### src/rtl/cal_pkg.sv
// Package: field positions of the command and status words, and the
// sequencer state type shared by the coefficient front end.
package cal_pkg;
    localparam int WORD_W   = 16;
    localparam int BYTE_W   = 8;
    localparam int CMD_RD   = 15;  // 1 = read request, 0 = write request
    localparam int CMD_SEL0 = 8;   // two-bit byte selector starts here
    localparam int CMD_CH0  = 10;  // channel field starts here
    localparam int CMD_CHW  = 3;   // channel field width in the command word
    localparam int ST_DONE  = 0;
    localparam int ST_BUSY  = 1;

    typedef enum logic [1:0] {
        SEQ_IDLE  = 2'd0,
        SEQ_READ  = 2'd1,
        SEQ_WRITE = 2'd2
    } seq_state_e;
endpackage

### src/rtl/cal_bus_decode.sv
// Host register decode. Offset 0 is the command word (write, plus read-back
// of the last accepted command) and offset 1 is the status word (read only).
// Assumes single-cycle host accesses; read data is combinational.
module cal_bus_decode #(
    parameter int ADDR_W = 2
) (
    input  logic                      host_sel,
    input  logic                      host_wr,
    input  logic [ADDR_W-1:0]         host_addr,
    input  logic [cal_pkg::WORD_W-1:0] host_wdata,
    input  logic [cal_pkg::WORD_W-1:0] cmd_word,
    input  logic [cal_pkg::WORD_W-1:0] status_word,
    output logic                      cmd_stb,
    output logic [cal_pkg::WORD_W-1:0] cmd_data,
    output logic [cal_pkg::WORD_W-1:0] host_rdata
);
    localparam logic [ADDR_W-1:0] OFS_CMD    = ADDR_W'(0);
    localparam logic [ADDR_W-1:0] OFS_STATUS = ADDR_W'(1);

    // Write strobe toward the sequencer: only the command offset is writable.
    always_comb begin
        cmd_stb  = host_sel && host_wr && (host_addr == OFS_CMD);
        cmd_data = host_wdata;
    end

    // Read mux: unused offsets and idle cycles return zero.
    always_comb begin
        host_rdata = '0;
        if (host_sel && !host_wr) begin
            if (host_addr == OFS_CMD)         host_rdata = cmd_word;
            else if (host_addr == OFS_STATUS) host_rdata = status_word;
        end
    end
endmodule

### src/rtl/cal_byte_mem.sv
// Coefficient byte store model. It takes one request at a time and completes
// it LAT edges later with a one-cycle ack; reads return data with the ack.
// Assumes the requester never issues a new request before the ack.
module cal_byte_mem #(
    parameter int AW  = 5,
    parameter int LAT = 4
) (
    input  logic                       clk,
    input  logic                       rst_n,
    input  logic                       req,
    input  logic                       we,
    input  logic [AW-1:0]              addr,
    input  logic [cal_pkg::BYTE_W-1:0] wbyte,
    output logic                       ack,
    output logic [cal_pkg::BYTE_W-1:0] rbyte
);
    localparam int DEPTH = 1 << AW;
    localparam int CW    = $clog2(LAT + 1) + 1;

    logic [cal_pkg::BYTE_W-1:0] mem_q [DEPTH];
    logic [CW-1:0]              cnt_q;
    logic                       we_q;
    logic [AW-1:0]              addr_q;
    logic [cal_pkg::BYTE_W-1:0] wbyte_q;

    // Latency counter, request capture and the access at the final count.
    always_ff @(posedge clk) begin
        if (!rst_n) begin
            for (int i = 0; i < DEPTH; i++) mem_q[i] <= '0;
            cnt_q   <= '0;
            we_q    <= 1'b0;
            addr_q  <= '0;
            wbyte_q <= '0;
            ack     <= 1'b0;
            rbyte   <= '0;
        end else begin
            ack <= 1'b0;
            if (req) begin
                cnt_q   <= CW'(LAT);
                we_q    <= we;
                addr_q  <= addr;
                wbyte_q <= wbyte;
            end else if (cnt_q != '0) begin
                cnt_q <= cnt_q - CW'(1);
                if (cnt_q == CW'(1)) begin
                    ack <= 1'b1;
                    if (we_q) mem_q[addr_q] <= wbyte_q;
                    else      rbyte         <= mem_q[addr_q];
                end
            end
        end
    end
endmodule

### src/rtl/cal_seq.sv
// Access sequencer. It accepts a command only when idle, issues one memory
// request, and on the ack either latches the byte and sets done (read) or
// drops busy (write). Commands seen while not idle are dropped.
module cal_seq #(
    parameter int MEM_AW = 5
) (
    input  logic                       clk,
    input  logic                       rst_n,
    input  logic                       cmd_stb,
    input  logic [cal_pkg::WORD_W-1:0] cmd_data,
    output logic                       mem_req,
    output logic                       mem_we,
    output logic [MEM_AW-1:0]          mem_addr,
    output logic [cal_pkg::BYTE_W-1:0] mem_wbyte,
    input  logic                       mem_ack,
    input  logic [cal_pkg::BYTE_W-1:0] mem_rbyte,
    output logic [cal_pkg::WORD_W-1:0] cmd_q,
    output logic                       done,
    output logic                       busy,
    output logic [cal_pkg::BYTE_W-1:0] byte_q
);
    import cal_pkg::*;
    localparam int CH_AW = MEM_AW - 2;

    seq_state_e state_q;
    logic       accept;

    // Acceptance and the request fields are taken straight from the command.
    always_comb begin
        accept    = cmd_stb && (state_q == SEQ_IDLE);
        mem_req   = accept;
        mem_we    = !cmd_data[CMD_RD];
        mem_addr  = {cmd_data[CMD_CH0 +: CH_AW], cmd_data[CMD_SEL0 +: 2]};
        mem_wbyte = cmd_data[BYTE_W-1:0];
        busy      = (state_q == SEQ_WRITE);
    end

    // State, command copy, done flag and returned byte.
    always_ff @(posedge clk) begin
        if (!rst_n) begin
            state_q <= SEQ_IDLE;
            cmd_q   <= '0;
            done    <= 1'b0;
            byte_q  <= '0;
        end else begin
            case (state_q)
                SEQ_IDLE: begin
                    if (accept) begin
                        cmd_q   <= cmd_data;
                        done    <= 1'b0;
                        byte_q  <= '0;
                        state_q <= cmd_data[CMD_RD] ? SEQ_READ : SEQ_WRITE;
                    end
                end
                SEQ_READ: begin
                    if (mem_ack) begin
                        done    <= 1'b1;
                        byte_q  <= mem_rbyte;
                        state_q <= SEQ_IDLE;
                    end
                end
                SEQ_WRITE: begin
                    if (mem_ack) state_q <= SEQ_IDLE;
                end
                default: state_q <= SEQ_IDLE;
            endcase
        end
    end
endmodule

### src/rtl/cal_coef_if.sv
// Top of the calibration coefficient byte read front end: bus decode,
// access sequencer and the latency-modelled byte store. NUM_CH must be a
// power of two between 2 and 8; LAT must lie between 1 and 250.
module cal_coef_if #(
    parameter int NUM_CH = 8,
    parameter int LAT    = 4,
    parameter int ADDR_W = 2
) (
    input  logic              clk,
    input  logic              rst_n,
    input  logic              host_sel,
    input  logic              host_wr,
    input  logic [ADDR_W-1:0] host_addr,
    input  logic [15:0]       host_wdata,
    output logic [15:0]       host_rdata
);
    localparam int MEM_AW = $clog2(NUM_CH) + 2;

    logic                       cmd_stb;
    logic [15:0]                cmd_data;
    logic [15:0]                cmd_q;
    logic [15:0]                status_word;
    logic                       mem_req;
    logic                       mem_we;
    logic [MEM_AW-1:0]          mem_addr;
    logic [7:0]                 mem_wbyte;
    logic                       mem_ack;
    logic [7:0]                 mem_rbyte;
    logic                       done;
    logic                       busy;
    logic [7:0]                 byte_q;

    // Status word layout: byte in 15:8, padding zero, busy in 1, done in 0.
    always_comb begin
        status_word = {byte_q, 6'b000000, busy, done};
    end

    cal_bus_decode #(.ADDR_W(ADDR_W)) dec_i (
        .host_sel   (host_sel),
        .host_wr    (host_wr),
        .host_addr  (host_addr),
        .host_wdata (host_wdata),
        .cmd_word   (cmd_q),
        .status_word(status_word),
        .cmd_stb    (cmd_stb),
        .cmd_data   (cmd_data),
        .host_rdata (host_rdata)
    );

    cal_seq #(.MEM_AW(MEM_AW)) seq_i (
        .clk      (clk),
        .rst_n    (rst_n),
        .cmd_stb  (cmd_stb),
        .cmd_data (cmd_data),
        .mem_req  (mem_req),
        .mem_we   (mem_we),
        .mem_addr (mem_addr),
        .mem_wbyte(mem_wbyte),
        .mem_ack  (mem_ack),
        .mem_rbyte(mem_rbyte),
        .cmd_q    (cmd_q),
        .done     (done),
        .busy     (busy),
        .byte_q   (byte_q)
    );

    cal_byte_mem #(.AW(MEM_AW), .LAT(LAT)) mem_i (
        .clk  (clk),
        .rst_n(rst_n),
        .req  (mem_req),
        .we   (mem_we),
        .addr (mem_addr),
        .wbyte(mem_wbyte),
        .ack  (mem_ack),
        .rbyte(mem_rbyte)
    );
endmodule

### config.mk
export PLATFORM = sky130hd
export DESIGN_NAME = cal_coef_if
export DESIGN_NICKNAME = d
export VERILOG_FILES = /design/src/rtl/cal_pkg.sv /design/src/rtl/cal_bus_decode.sv /design/src/rtl/cal_byte_mem.sv /design/src/rtl/cal_seq.sv /design/src/rtl/cal_coef_if.sv
export SDC_FILE = /design/constraint.sdc
export NUM_CORES = 1
export LEC_CHECK = 0
export BUFFER_PORTS_ARGS = -buffer_cell sky130_fd_sc_hd__buf_4
export CAP_MARGIN = 20
export CORE_MARGIN = 3
export CORE_UTILIZATION = 41
export CTS_BUF_LIST = sky130_fd_sc_hd__clkbuf_2
export DETAILED_ROUTE_END_ITERATION = 10
export PLACE_DENSITY_LB_ADDON = 0.08
export SLEW_MARGIN = 20
export SYNTH_ARGS = -nofsm -noshare
export SYNTH_HDL_FRONTEND = slang
export SYNTH_SLANG_ARGS = --single-unit
### constraint.sdc
create_clock -name clk -period 3.9 [get_ports clk]
set_input_delay 0.39 -clock clk [delete_from_list [all_inputs] [get_ports clk]]
set_output_delay 0.39 -clock clk [all_outputs]
set_load 0.03 [all_outputs]
==> key figures <==
Floorplanning
  • Num rows: 66
  • Die X: 190 µm
  • Initial Util: 42.2%
  • Core region area: 0.0330 mm²
  • Die height: between 150 and 200 µm
  • Boundary pin count: 38
  • Die area: 0.0362 mm²

Placed design
  • Final HPWL DP: 25300 µm
  • GP Congestion: 0.801
  • Buffers on Ports: 37
  • Placed inst area: 0.0150 mm²
  • Inst Count DP: 1568

Setup path
  • Worst EP required: 4.39 ns
  • Worst R2R Path Depth: 7
  • Maximum fanout along the worst path: 9
  • Nature of the critical path endpoint: register
  • WP data arrival: approximately 3.9 ns
  • Startpoint Class: register
  • RR Startpoint: mem_i.cnt_q[0]$_SDFFE_PP0N_
  • CP Class: register to register
  • Flop2flop setup slack: 0.50 ns
  • FF-to-FF End: mem_i.mem_q[28][7]$_SDFFCE_PN0P_

Min path
  • Worst hold endpoint: mem_i.we_q$_SDFFE_PN0P_
  • Cells on Worst Hold Path: 4
  • Hold_sp: rst_n
  • Hold Crit Class: input pin to register

Finish
  • Commonest non-fill, non-tap cell in the layout: and2_1
  • Post-route insts no fill: roughly 1.7k
  • Final nets: 1255
  • Post-route cell area: 0.0158 mm²
  • Area grow syn2layout: 13.7%
  • Layout cell share with drive strength beyond 1: 21.5%
  • Most frequent cells in the layout: and2_1 (263), edfxtp_1 (256), clkbuf_2 (117)

STA
  • RSZ-0062 raised after global routing: no
  • Slew HR: 34.8%
  • Skew final: about 0.072 ns
  • Hold Slack: 0.123 ns
  • Max Slew Vio Count: 0
  • Final min period: approximately 3.4 ns
  • Setup_tns: 0 ns
  • Least-Margin Pin Slew: roughly 1 ns
  • Fin. Hold Viols: 0
  • Final setup violating endpoints: 0
  • Max Freq: 295 MHz
  • Final period util: 87.1%

Clock network
  • CTS tree: yes
  • Post-cts sizing count: 0
  • Worst skew pair latency: 0.86 ns
  • H-tree Lvls: 3
  • Root Buffer: clkbuf_2
  • Max Root-Sink Buffers: 3
  • # clock sinks: approximately 300
  • CTS buffer count: 80
  • Clk slew on worst S/H paths: 0.11 ns

Global route
  • GR Layer Usage met2: a little over a third
  • Grt peak-use layer: met2
  • Met1 Usage GRT: 30.5%
  • First-pass GRT wire length: 58500 µm
  • Final global-route overflow total: 0
  • Vias in the first global route: 9297
  • Initial antenna violation count: 1
  • Gr usage total: 21.8%
  • Largest net degree at the start of global routing: between 40 and 50
  • Met3 usage: 4.17%

Routing
  • Via density per instance: 5.31
  • Post-route ant nets: 0
  • Initial drt markers: 693
  • DRC: 0
  • Via count: 9133
  • Total wire length: 38700 µm
  • Wirelength per Cell: 22.5 µm
  • Pre-Repair DR Iteration Count: 5

Yosys
  • Synth Area in XOR/XNOR: 0.0628%
  • Cell variety after synth: 52
  • Post-synthesis cell count: 1097
  • Post-Synth Simple-Gate Area: 19.3%
  • Dominant synthesized flop cell: edfxtp_1
  • Post-synth ARST share: 0%
  • Yosys warns: 0
  • Post-Synth Adder-Cell Area: 0.539%
  • Post-Syn Nets: ~1.1k
  • Synth Area in Compound Gates: 5.93%
  • Seq/Total Area, Yosys: 61.0%
  • Post-synth EDFFs: between 200 and 300
  • Syn_area_per_cell: around 13 µm²
  • Flops & latches, synth: 297
  • Mux cell area share after synthesis: between 10% and 20%
  • Largest family of logic cells by synthesized area: simple AND/OR/NAND/NOR gates
  • Mapped Area: 0.0139 mm²

Flow run
  • Max cap viols: 0

Power and ir drop
  • Pleak: ~5.7 nW
  • Net Sw Frac: 25.7%
  • Worst vdd ir: about 0.16 mV
  • Net Switching: 1.61 mW
  • PD cells: 396 mW/mm²
  • Power Internal: 4.67 mW
  • Reg power frac: 57.9%
  • Combinational Power Share: 7.6%
  • Clock group share of total power: 34.5%

Status
  • Status: finished, final reports clean
[cell usage after synthesis, drive strengths merged (2+ instances only)]
cell / instances / area [µm²]
a211oi: 5 / 37.5
inv: 9 / 33.8
nand4b: 3 / 26.3
a21oi: 34 / 170
nor3: 11 / 65.1
o22ai: 37 / 231
nor4: 3 / 18.8
mux2i: 99 / 991
nand3: 17 / 85.1
nor2: 55 / 297
edfxtp: 256 / 7690
a32oi: 4 / 35.0
nand4: 3 / 18.8
or4bb: 2 / 22.5
a31oi: 9 / 56.3
a22oi: 2 / 15.0
clkbuf: 47 / 176
dfxtp: 41 / 821
mux4: 19 / 428
nand3b: 3 / 22.5
ha: 6 / 75.1
o21ai: 40 / 200
nand2b: 16 / 100
or3b: 3 / 26.3
mux2: 3 / 33.8
or4: 3 / 22.5
and2: 263 / 1650
nand4bb: 3 / 33.8
or4b: 4 / 43.8
nand2: 44 / 165
nor2b: 5 / 31.3
buf: 29 / 163
a2111oi: 2 / 36.3
or3: 6 / 37.5
[critical path, cell delays in order, from the launching register on]
cell and delay [ns]:
dfxtp_1 0.40, inv_1 0.08, ha_1 0.22, or4b_4 0.53, a2111oi_4 0.59, nand3_1 0.24
nor3_2 0.50, nand2b_1 0.46
[power groups by stage]
stage	Clock, mW	Sequential, mW	Combinational, mW
3_3_place_gp	0	3.71	0.452
4_1_cts	2.25	3.64	0.479
5_1_grt	2.43	3.65	0.520
3_5_place_dp	0	3.71	0.462
6_report	2.17	3.64	0.476
2_1_floorplan	0	3.68	0.291
[through the flow]
stage               setup WS [ns]  util [%]  power [mW]
floorplan                   0.872         -        3.97
global placement            0.594      45.3        4.16
detailed placement          0.518      45.3        4.17
CTS                         0.480      48.0        6.36
global route                0.263      48.0        6.61
finish                      0.505      48.0        6.28
[worst max path at each step]
stage | from | endpoint | depth (start not counted) | slack, ns
after global placement | mem_i.cnt_q[0]$_SDFFE_PP0N_ | mem_i.mem_q[28][4]$_SDFFCE_PN0P_ | 7 | 0.59
after floorplan | mem_i.cnt_q[0]$_SDFFE_PP0N_ | mem_i.mem_q[21][0]$_SDFFCE_PN0P_ | 7 | 0.87
after detailed placement | mem_i.cnt_q[0]$_SDFFE_PP0N_ | mem_i.mem_q[28][4]$_SDFFCE_PN0P_ | 7 | 0.52
after CTS | mem_i.cnt_q[0]$_SDFFE_PP0N_ | mem_i.mem_q[28][1]$_SDFFCE_PN0P_ | 7 | 0.48
final | mem_i.cnt_q[0]$_SDFFE_PP0N_ | mem_i.mem_q[28][7]$_SDFFCE_PN0P_ | 7 | 0.50
after global routing | mem_i.cnt_q[0]$_SDFFE_PP0N_ | mem_i.mem_q[28][5]$_SDFFCE_PN0P_ | 7 | 0.26
[what timing repair did]
action,CTS,global route
setup buffers,0,0
hold buffers,19,0
endpoints found under the hold margin,19,0
[flip-flops by register name, summed over array words and instances, names as in the netlist]
register,cells
mem_i.ack,1
mem_i.addr_q,4
mem_i.cnt_q,4
mem_i.mem_q,256
mem_i.rbyte,8
mem_i.wbyte_q,6
mem_i.we_q,1
seq_i.byte_q,8
seq_i.cmd_q,6
seq_i.done,1
seq_i.state_q,2
[logic make-up (layout without fill, tap and decap cells)]
logic type      Yosys count  after routing
compound gates          138            138
flops                   297            297
xor+xnor                  1              1
fa+ha+maj                 6              6
buf+inv                  86            266
simple gates            448            448
mux                     121            121
other cells               0              1
[layer usage]
layer / routed length, µm / vias up / share of wire, %
li1: - / 4279 / -
met1: 17800 / 4502 / 46
met2: 18100 / 299 / 47
met3: 2180 / 53 / 5.6
met4: 697 / 0 / 1.8
met5: 0 / - / 0
[cell type report]
type	count	area (µm²)
diodes	1	2.50
clock buffers	117	586
clock inverters	15	110
fillers	2999	17200
inverters	10	37.5
multi-input cells	714	5050
flip-flops and latches	297	8510
well taps	442	553
repair buffers	124	991
Power figures use the tool's default switching activity.
